File: src/rtl/rob_pkg.sv
package rob_pkg;
    localparam int DEF_DEPTH   = 8;
    localparam int DEF_DATA_W  = 16;
    localparam int DEF_OP_W    = 4;
    localparam int DEF_DEST_W  = 5;
    localparam int DEF_CAUSE_W = 4;

    // action taken on the head slot in the current cycle
    typedef enum logic [1:0] {
        HEAD_WAIT   = 2'd0,
        HEAD_RETIRE = 2'd1,
        HEAD_FLUSH  = 2'd2
    } head_act_e;
endpackage

File: src/rtl/rob_ptrs.sv
module rob_ptrs #(
    parameter int DEPTH = rob_pkg::DEF_DEPTH,
    localparam int TAG_W = $clog2(DEPTH),
    localparam int CNT_W = $clog2(DEPTH + 1)
) (
    input  logic             clk,
    input  logic             rst_n,
    input  logic             alloc_en,
    input  logic             retire_en,
    input  logic             flush_en,
    output logic [TAG_W-1:0] tail,
    output logic [TAG_W-1:0] head,
    output logic             full
);
    typedef struct packed {
        logic [TAG_W-1:0] tail;
        logic [TAG_W-1:0] head;
        logic [CNT_W-1:0] count;
    } ptr_state_t;

    ptr_state_t st_d, st_q;

    function automatic logic [TAG_W-1:0] wrap_inc(input logic [TAG_W-1:0] p);
        return (p == TAG_W'(DEPTH - 1)) ? '0 : p + 1'b1;
    endfunction

    always_comb begin
        st_d = st_q;
        if (flush_en) begin
            st_d.tail  = st_q.head;
            st_d.count = '0;
        end else begin
            if (alloc_en)  st_d.tail = wrap_inc(st_q.tail);
            if (retire_en) st_d.head = wrap_inc(st_q.head);
            st_d.count = st_q.count + CNT_W'(alloc_en) - CNT_W'(retire_en);
        end
    end

    always_ff @(posedge clk) begin
        if (!rst_n) st_q <= '0;
        else        st_q <= st_d;
    end

    assign tail = st_q.tail;
    assign head = st_q.head;
    assign full = (st_q.count == CNT_W'(DEPTH));


    count_bound_chk: assert property (@(posedge clk) disable iff (!rst_n)
        st_q.count <= CNT_W'(DEPTH));


    flush_empty_chk: assert property (@(posedge clk) disable iff (!rst_n)
        flush_en |=> (st_q.count == '0 && st_q.tail == st_q.head));


    retire_step_chk: assert property (@(posedge clk) disable iff (!rst_n)
        (retire_en && !flush_en) |=> st_q.head == wrap_inc($past(st_q.head)));
endmodule

File: src/rtl/rob_pick.sv
module rob_pick #(
    parameter int DEPTH = rob_pkg::DEF_DEPTH,
    localparam int TAG_W = $clog2(DEPTH)
) (
    input  logic             clk,
    input  logic             rst_n,
    input  logic [DEPTH-1:0] eligible,
    input  logic [TAG_W-1:0] oldest,
    output logic             grant_valid,
    output logic [TAG_W-1:0] grant_idx
);
    // scan from the commit pointer forward so age decides priority
    always_comb begin
        grant_valid = 1'b0;
        grant_idx   = '0;
        for (int k = 0; k < DEPTH; k++) begin
            if (!grant_valid && eligible[(int'(oldest) + k) % DEPTH]) begin
                grant_valid = 1'b1;
                grant_idx   = TAG_W'((int'(oldest) + k) % DEPTH);
            end
        end
    end


    grant_eligible_chk: assert property (@(posedge clk) disable iff (!rst_n)
        grant_valid |-> eligible[grant_idx]);
endmodule

File: src/rtl/rob_window.sv
module rob_window #(
    parameter int DEPTH   = rob_pkg::DEF_DEPTH,
    parameter int DATA_W  = rob_pkg::DEF_DATA_W,
    parameter int OP_W    = rob_pkg::DEF_OP_W,
    parameter int DEST_W  = rob_pkg::DEF_DEST_W,
    parameter int CAUSE_W = rob_pkg::DEF_CAUSE_W,
    localparam int TAG_W  = $clog2(DEPTH)
) (
    input  logic               clk,
    input  logic               rst_n,
    input  logic               alloc_valid,
    output logic               alloc_ready,
    output logic [TAG_W-1:0]   alloc_tag,
    input  logic [OP_W-1:0]    alloc_op,
    input  logic               alloc_src1_rdy,
    input  logic [DATA_W-1:0]  alloc_src1,
    input  logic               alloc_src2_rdy,
    input  logic [DATA_W-1:0]  alloc_src2,
    input  logic [DEST_W-1:0]  alloc_dest,
    output logic               issue_valid,
    output logic [TAG_W-1:0]   issue_tag,
    output logic [OP_W-1:0]    issue_op,
    output logic [DATA_W-1:0]  issue_opa,
    output logic [DATA_W-1:0]  issue_opb,
    input  logic               cmpl_valid,
    input  logic [TAG_W-1:0]   cmpl_tag,
    input  logic [DATA_W-1:0]  cmpl_data,
    input  logic [CAUSE_W-1:0] cmpl_cause,
    output logic               commit_valid,
    output logic [DEST_W-1:0]  commit_dest,
    output logic [DATA_W-1:0]  commit_data,
    output logic               flush,
    output logic [CAUSE_W-1:0] flush_cause
);
    import rob_pkg::*;

    typedef struct packed {
        logic               used;
        logic               exec;
        logic               done;
        logic [OP_W-1:0]    op;
        logic               rdy1;
        logic [DATA_W-1:0]  src1;
        logic               rdy2;
        logic [DATA_W-1:0]  src2;
        logic [DEST_W-1:0]  dest;
        logic [DATA_W-1:0]  data;
        logic [CAUSE_W-1:0] cause;
    } slot_t;

    typedef struct packed {
        slot_t [DEPTH-1:0] slot;
    } win_state_t;

    win_state_t st_d, st_q;

    logic [TAG_W-1:0] tail, head;
    logic             full;
    logic [DEPTH-1:0] eligible;
    logic             grant_valid;
    logic [TAG_W-1:0] grant_idx;
    head_act_e        head_act;
    slot_t            head_slot, pick_slot;
    logic             alloc_en, retire_en, flush_en, issue_en;
    logic             wake1, wake2;

    rob_ptrs #(.DEPTH(DEPTH)) u_ptrs (
        .clk       (clk),
        .rst_n     (rst_n),
        .alloc_en  (alloc_en),
        .retire_en (retire_en),
        .flush_en  (flush_en),
        .tail      (tail),
        .head      (head),
        .full      (full)
    );

    for (genvar g = 0; g < DEPTH; g++) begin : g_elig
        assign eligible[g] = st_q.slot[g].used && !st_q.slot[g].exec
                             && st_q.slot[g].rdy1 && st_q.slot[g].rdy2;
    end

    rob_pick #(.DEPTH(DEPTH)) u_pick (
        .clk         (clk),
        .rst_n       (rst_n),
        .eligible    (eligible),
        .oldest      (head),
        .grant_valid (grant_valid),
        .grant_idx   (grant_idx)
    );

    always_comb begin
        head_slot = st_q.slot[head];
        pick_slot = st_q.slot[grant_idx];
        head_act  = HEAD_WAIT;
        if (head_slot.used && head_slot.done)
            head_act = (head_slot.cause != '0) ? HEAD_FLUSH : HEAD_RETIRE;

        flush_en    = (head_act == HEAD_FLUSH);
        retire_en   = (head_act == HEAD_RETIRE);
        alloc_ready = !full && !flush_en;
        alloc_en    = alloc_valid && alloc_ready;
        issue_en    = grant_valid && !flush_en;

        wake1 = !alloc_src1_rdy && cmpl_valid && (cmpl_tag == alloc_src1[TAG_W-1:0]);
        wake2 = !alloc_src2_rdy && cmpl_valid && (cmpl_tag == alloc_src2[TAG_W-1:0]);

        st_d = st_q;
        for (int i = 0; i < DEPTH; i++) begin
            // result broadcast wakes waiting sources
            if (cmpl_valid && st_q.slot[i].used) begin
                if (!st_q.slot[i].rdy1 && st_q.slot[i].src1[TAG_W-1:0] == cmpl_tag) begin
                    st_d.slot[i].rdy1 = 1'b1;
                    st_d.slot[i].src1 = cmpl_data;
                end
                if (!st_q.slot[i].rdy2 && st_q.slot[i].src2[TAG_W-1:0] == cmpl_tag) begin
                    st_d.slot[i].rdy2 = 1'b1;
                    st_d.slot[i].src2 = cmpl_data;
                end
                if (cmpl_tag == TAG_W'(i)) begin
                    st_d.slot[i].done  = 1'b1;
                    st_d.slot[i].data  = cmpl_data;
                    st_d.slot[i].cause = cmpl_cause;
                end
            end
            if (issue_en && grant_idx == TAG_W'(i))
                st_d.slot[i].exec = 1'b1;
            if (retire_en && head == TAG_W'(i))
                st_d.slot[i].used = 1'b0;
            if (alloc_en && tail == TAG_W'(i)) begin
                st_d.slot[i].used  = 1'b1;
                st_d.slot[i].exec  = 1'b0;
                st_d.slot[i].done  = 1'b0;
                st_d.slot[i].op    = alloc_op;
                st_d.slot[i].rdy1  = alloc_src1_rdy || wake1;
                st_d.slot[i].src1  = wake1 ? cmpl_data : alloc_src1;
                st_d.slot[i].rdy2  = alloc_src2_rdy || wake2;
                st_d.slot[i].src2  = wake2 ? cmpl_data : alloc_src2;
                st_d.slot[i].dest  = alloc_dest;
                st_d.slot[i].data  = '0;
                st_d.slot[i].cause = '0;
            end
            if (flush_en)
                st_d.slot[i].used = 1'b0;
        end
    end

    always_ff @(posedge clk) begin
        if (!rst_n) st_q <= '0;
        else        st_q <= st_d;
    end

    assign alloc_tag    = tail;
    assign issue_valid  = issue_en;
    assign issue_tag    = grant_idx;
    assign issue_op     = pick_slot.op;
    assign issue_opa    = pick_slot.src1;
    assign issue_opb    = pick_slot.src2;
    assign commit_valid = retire_en;
    assign commit_dest  = head_slot.dest;
    assign commit_data  = head_slot.data;
    assign flush        = flush_en;
    assign flush_cause  = head_slot.cause;


    no_reissue_chk: assert property (@(posedge clk) disable iff (!rst_n)
        issue_valid |=> !(issue_valid && issue_tag == $past(issue_tag)));


    flush_quiet_chk: assert property (@(posedge clk) disable iff (!rst_n)
        flush |=> (!commit_valid && !issue_valid && alloc_ready));
endmodule

File: config.mk
export PLATFORM = sky130hd
export DESIGN_NAME = rob_window
export DESIGN_NICKNAME = d
export VERILOG_FILES = /design/src/rtl/rob_pkg.sv /design/src/rtl/rob_ptrs.sv /design/src/rtl/rob_pick.sv /design/src/rtl/rob_window.sv
export SDC_FILE = /design/constraint.sdc
export NUM_CORES = 1
export LEC_CHECK = 0
export ABC_AREA = 1
export BUFFER_PORTS_ARGS = -buffer_cell sky130_fd_sc_hd__buf_2
export CAP_MARGIN = 10
export CORE_AREA = 3 3 363 365
export CTS_CLUSTER_DIAMETER = 30
export DETAILED_ROUTE_END_ITERATION = 10
export DIE_AREA = 0 0 366 368
export PLACE_DENSITY = 0.45
export SYNTH_ARGS = -nofsm -noshare
export SYNTH_HDL_FRONTEND = slang
export SYNTH_SLANG_ARGS = --single-unit
File: constraint.sdc
create_clock -name clk -period 4.7 [get_ports clk]
set_input_delay 0.705 -clock clk [delete_from_list [all_inputs] [get_ports clk]]
set_output_delay 0.705 -clock clk [all_outputs]
set_load 0.01 [all_outputs]
# Word-level counts from Yosys, hierarchy flattened

Cells that the tools add are included.

Flip-flop bits (word level): 538
Bits in latches: 0
Bits in writable memories: 0
ROM bits: 0
Input port bits: 70
Output and inout port bits: 71
Logic and storage cells: 504
Memories kept: 0

$add $sub $neg: 11
Multiply operators: 0
Divide/modulo/power cells: 0
Magnitude comparators: 10
Equality and inequality tests: 49
Shifts and indexed selects: 0
Mux-type cells: 131
Bitwise operators: 9
Reductions and logical operators: 203

Operator list:

| cell                  | count |
|---|---|
| $mux W66              | 9 |
| $bmux W66 S3          | 2 |
| $mux W20              | 16 |
| $mux W17              | 16 |
| $mux W34              | 8 |
| $logic_and A1 B1 Y1   | 87 |
| $reduce_bool A2 Y1    | 33 |
| $mux W63              | 1 |
| $mux W1               | 55 |
| $eq A3 B3 Y1          | 18 |
| $reduce_and A2 Y1     | 25 |
| $eq A3 B3 Y1 const B  | 16 |
| $mux W3               | 12 |
| $logic_not A1 Y1      | 35 |
| $lt A4 B5 Y1 const B  | 7 |
| $mux W16              | 2 |
| $bmux W1 S3           | 8 |
| $eq A3 B2 Y1 const B  | 8 |
| $reduce_or A3 Y1      | 7 |
| $reduce_or A2 Y1      | 9 |
| $add A3 B3 Y3 const B | 4 |
| $eq A3 B1 Y1 const B  | 4 |
| $logic_not A3 Y1      | 4 |
| $lt A3 B4 Y1 const B  | 3 |
| 12 further kinds      | 24 |

# Logic depth before layout (Yosys ltp)

Word-level depth: 32
Gate-level depth with buffers: 24

# Hierarchy

Synthesis repeated with hierarchy kept, for this count alone.

Cells, all modules: 4375
Area total of the unflattened synthesis: 29539.6 sq um

Modules (own cells, without submodules):

| module     | times used | cells an instance | area each (sq um) | sequential area each (sq um) |
|---|---|---|---|---|
| rob_window | 1          | 4161              | 28029.4           | 10570.1 |
| rob_pick   | 1          | 135               | 899.6             | 0.0 |
| rob_ptrs   | 1          | 79                | 610.6             | 200.2 |

# Least setup slack after synthesis

OpenSTA, ideal clock, no wires.

Kind: reg-to-output
From: reg u_ptrs.st_q (netlist bit u_ptrs.head[0])
To: out issue_op[0]
Arrival: 3395 ps
Required time: 3995 ps
Path slack: 600 ps
Stages on the path, launching flop included: 21
Cells stage by stage: dfxtp_1 > inv_2 > clkbuf_1 > clkbuf_1 > clkbuf_1 > ha_1 > inv_1 > nand3_1 > nand3_1 > nand2_1 > nor2_2 > nand4_1 > nor2_2 > nand4_1 > buf_2 > buf_2 > buf_2 > nand3_1 > nand3_1 > nand3_1 > nand2_1

Longest elaborated chain between the ends: 26
Elaborated cells between the ends (all ways): 61

RTL lines:

| element                                                           | line                           | RTL |
|---|---|---|
| from (decl)                                                       | rob_ptrs.sv:21                 | `ptr_state_t st_d, st_q;` |
| from (signal assigned)                                            | rob_ptrs.sv:41                 | `else st_q <= st_d;` |
| $add A3 B1 Y3 or $bmux W1 S3 (tied branches)                      | rob_pick.sv:17, rob_pick.sv:19 |  |
| $bmux W1 S3 or $mux W1 (tied branches)                            | rob_pick.sv:17                 | `if (!grant_valid && eligible[(int'(oldest) + k) % DEPTH]) begin` |
| $mux W1 (implied by the code)                                     | rob_pick.sv:17                 |  |
| $mux W1 (implied by the code) or $logic_not A1 Y1 (tied branches) | rob_pick.sv:17                 |  |
| $logic_and A1 B1 Y1                                               | rob_pick.sv:17                 |  |
| $mux W1                                                           | rob_pick.sv:17                 |  |
| $logic_not A1 Y1                                                  | rob_pick.sv:17                 |  |
| $logic_and A1 B1 Y1                                               | rob_pick.sv:17                 |  |
| [10 not listed]                                                   | --                             |  |
| $logic_not A1 Y1                                                  | rob_pick.sv:17                 |  |
| $logic_and A1 B1 Y1                                               | rob_pick.sv:17                 |  |
| $mux W1                                                           | rob_pick.sv:17                 |  |
| $logic_not A1 Y1                                                  | rob_pick.sv:17                 |  |
| $logic_and A1 B1 Y1                                               | rob_pick.sv:17                 |  |
| $mux W3 (*)                                                       | rob_pick.sv:17                 |  |
| $bmux W66 S3 (*)                                                  | rob_window.sv:94               | `pick_slot = st_q.slot[grant_idx];` |
| $mux W63 (implied by the code) (*)                                | rob_window.sv:94               |  |
| to (decl)                                                         | rob_window.sv:22               | `output logic [OP_W-1:0] issue_op,` |

Every way passes the cells marked *; elsewhere a longest branch is shown, timed or not. The select of a mux whose other input is x is not followed.

# Worst setup path in the final report

From: reg u_ptrs.st_q (netlist bit u_ptrs.head[0])
To: out issue_opa[11]

Longest elaborated chain between the ends: 26
Elaborated cells between the ends (all ways): 61

RTL lines:

| element                                                           | line                           | RTL |
|---|---|---|
| $add A3 B1 Y3 or $bmux W1 S3 (tied branches)                      | rob_pick.sv:17, rob_pick.sv:19 |  |
| $bmux W1 S3 or $mux W1 (tied branches)                            | rob_pick.sv:17                 |  |
| $mux W1 (implied by the code)                                     | rob_pick.sv:17                 |  |
| $mux W1 (implied by the code) or $logic_not A1 Y1 (tied branches) | rob_pick.sv:17                 |  |
| $logic_and A1 B1 Y1                                               | rob_pick.sv:17                 |  |
| $mux W1                                                           | rob_pick.sv:17                 |  |
| $logic_not A1 Y1                                                  | rob_pick.sv:17                 |  |
| $logic_and A1 B1 Y1                                               | rob_pick.sv:17                 |  |
| [10 not listed]                                                   | --                             |  |
| $logic_not A1 Y1                                                  | rob_pick.sv:17                 |  |
| $logic_and A1 B1 Y1                                               | rob_pick.sv:17                 |  |
| $mux W1                                                           | rob_pick.sv:17                 |  |
| $logic_not A1 Y1                                                  | rob_pick.sv:17                 |  |
| $logic_and A1 B1 Y1                                               | rob_pick.sv:17                 |  |
| $mux W3 (*)                                                       | rob_pick.sv:17                 |  |
| $bmux W66 S3 (*)                                                  | rob_window.sv:94               |  |
| $mux W63 (implied by the code) (*)                                | rob_window.sv:94               |  |
| to (decl)                                                         | rob_window.sv:23               | `output logic [DATA_W-1:0] issue_opa,` |

Marked as above.

==> results by group <==
Route
  • Avg WL per Cell: between 20 and 25 um
  • Routed Wire Length: about 150 mm
  • Post-route DRC: 0
  • Via total after detailed routing: 32900
  • Iter 0 DRT Violations: ~3400
  • Antenna Nets Post-Route: 0
  • TritonRoute pass-1 iters: 5
  • Vias per Instance: ~5

GRT
  • Antenna violations before repair: 10
  • Largest net degree at the start of global routing: 140
  • Global router's overall resource usage: between 20% and 30%
  • GRT overflow: 0
  • Vias in the first global route: approximately 30000
  • First-pass GRT wire length: roughly 210 mm

Worst setup path
  • Crit-path cells: inv_4, buf_16, ha_1, xnor2_2, clkinv_2, nand2_1, nand2_1, inv_2, nor2_4, nand4_1, inv_1, nor2_1, nand3_4, buf_12, buf_12, clkbuf_16, nand2_1, nand3_1, nand3_1, nand2_1, buf_2
  • CP max stage delay: around 400 ps
  • Worst-path fanout max: 23
  • Setup CP Type: flop to output pin
  • Crit start category: flop
  • Most repeated library cell on the critical path: nand2_1
  • CP arrival: about 3800 ps
  • Crit end category: output pin
  • Worst path slowest cell: dfxtp_4
  • Req. time, crit path: approximately 4000 ps

Clock tree
  • Num CTS Buffers: approximately 170
  • CTS tree: built
  • Longest Clk Path Bufs: 3
  • H-tree depth: 4
  • Clock Tree Root: clkbuf_16
  • Worst skew pair latency: about 760 ps
  • Clock transition at the registers of the reported paths: around 40 ps
  • Clk sink count: approximately 540

STA
  • Final TNS setup: 0 ps
  • Achievable frequency: 0.222 GHz
  • Worst Skew: 31.3 ps
  • Final hold viol count: 0
  • Pins Over Slew Limit: 0
  • Tcrit/Tclk final: a little over nine tenths
  • Setup-failing EPs final: 0
  • Minimum clock period: ~4500 ps
  • Worst-margin pin slew: roughly 1200 ps
  • Max_slew headroom: a little under a fifth
  • Final worst setup slack: roughly 190 ps

Synthesis
  • Syn nets: approximately 4700
  • Adder-Cell Fraction of Synth Area: 0.831%
  • Most frequent cell after synthesis: nand3_1
  • Synth Warn #: 0
  • Yosys reg bits: approximately 540
  • Post-synthesis mux area share: less than 1%
  • Area leader, netlist: dfxtp_1
  • Post-synthesis cell count: between 4000 and 5000
  • Post-synth cell types: 46
  • Largest family of logic cells by synthesized area: simple AND/OR/NAND/NOR gates
  • Synthesized cell area: ~0.03 mm^2
  • Synth area leaders: dfxtp_1, nand3_1, nand2_1
  • Synth top cells by count: nand3_1, nand2_1, dfxtp_1
  • Post-synthesis compound-gate area fraction: 10.2%
  • Post-synthesis simple-gate area fraction: 38.9%
  • Register area share after synthesis: between 30 and 40%
  • Mapped Avg Cell Area: approximately 6.4 um^2
  • Post-synth top flop: dfxtp_1
  • Top-area cell type share of the netlist area: ~36%
  • EDFF count, synth: 0
  • Synth Area in XOR/XNOR: under 10%
  • FFs w/ async S/R, synth: 0%

Layout
  • Area Overhead vs Synth: 30.7%
  • Util after Layout: 29.9%
  • Multi-input gate area: between 0.015 and 0.02 mm^2
  • # fillers: approximately 14000
  • Final layout net count: around 4800
  • FF/Latch Area: 0.0108 mm^2
  • Fraction of layout cells with a size suffix above 1: a little over an eighth

Outcome
  • Outcome: finished, final reports clean

Floorplanning
  • Starting Density: between 20% and 30%
  • Rows: 132
  • Core area: between 0.1 and 0.15 mm^2
  • Ports: 141
  • Die width: 366 um
  • Die height: about 370 um
  • DIE AREA: 0.135 mm^2

Worst hold path
  • Hold WC Path Type: input pin to flop

Placed design
  • HPWL Detailed: 86.9 mm
  • Routability cong.: between 0.8 and 0.9
  • Pre-CTS setup slack: just over 400 ps
  • Port buffer count: 140

Power
  • Power density cells: 477 mW/mm^2
  • Peak VDD IR: roughly 0.37 mV
  • Leakage: ~18 nW

Run
  • MaxCap Viol Count: 0
## timing repair
item / CTS / global route
buffers inserted: 8 / 12
pin swaps: 4 / 6
setup endpoints to repair: 37 / 37
hold buffers: 0 / 0
gates resized for setup: 39 / 37
gates cloned: 9 / 7
## critical path, delay by kind of cell (launching register included)
family,cells,cell delay [ps]
xor gates and xnor gates,1,190
adders and majority gates,1,240
buffers and inverters,9,1220
DFF,1,390
and+or+nand+nor,10,1000
## registers in the layout, indices dropped and copies added (netlist names)
signal and count:
st_q 528, u_ptrs.st_q 4, u_ptrs.head 3, u_ptrs.tail 3
## final timing paths
check / startpoint / depth (start not counted) / slack [ps] / to
max: u_ptrs.head[0] / 21 / 190 / issue_opa[11]
min: alloc_dest[2] / 3 / 290 / st_q[22]
max reg2reg: u_ptrs.head[1] / 13 / 790 / st_q[134]
min reg2reg: st_q[195] / 2 / 440 / st_q[195]
## where the power goes
part           leakage, nW  total [mW]  switching (mW)  internal (mW)
Sequential            4.35        4.90           0.134           4.77
Combinational         10.3        2.18            1.54          0.639
Clock                 2.87        11.3            3.38           7.96
## cell families (layout without fill, tap and decap cells)
kind of cell | count (synthesis) | in the layout
other | 0 | 2
and+or+nand+nor | 2585 | 2585
muxes | 13 | 13
AOI/OAI and AO/OA | 532 | 532
xor gates and xnor gates | 38 | 38
adders and majority gates | 19 | 19
DFF | 538 | 538
buffers and inverters | 860 | 1076
## per-stage QoR
stage | cell area, um^2 | instances | hold slack (ps) | power [mW]
6_report | 38600 | 6545 | 295 | 18.4
3_5_place_dp | 31900 | 6200 | 437 | 7.00
2_1_floorplan | 29500 | 4585 | 422 | 6.15
4_1_cts | 38200 | 6525 | 250 | 18.5
3_3_place_gp | 31900 | 6200 | 432 | 6.99
5_1_grt | 38600 | 6543 | 280 | 19.0
## final cells by class
class / instances / area share [%]
multi-input combinational: 3187 / 40.0
tap: 1742 / 5.65
sequential: 538 / 27.9
timing repair buffer: 294 / 6.73
clock inverter: 61 / 1.90
inverter: 474 / 4.69
clock buffer: 247 / 13.1
antenna: 2 / 0.0130
## layer usage
metal,GRT usage (%),vias up,wire length [um]
met5,0,-,29
met4,7.98,6,5230
met3,4.02,301,12000
met2,32.2,1476,64400
met1,28.2,15800,64800
li1,-,15300,-
## placed cells by master (no fill, tap or decap), types with 36 or more instances in the layout
cell	netlist	final
o21ai_0	109	109
buf_2	114	138
clkbuf_16	0	178
inv_1	449	447
nand3_1	1200	1192
clkinv_2	0	36
dfxtp_1	538	532
nor2_1	329	325
clkbuf_8	0	49
a211oi_1	68	68
nand2_1	987	973
o21ai_1	54	54
buf_4	24	105
a21oi_1	233	233
Note: power is estimated with default switching activity, not from simulation.
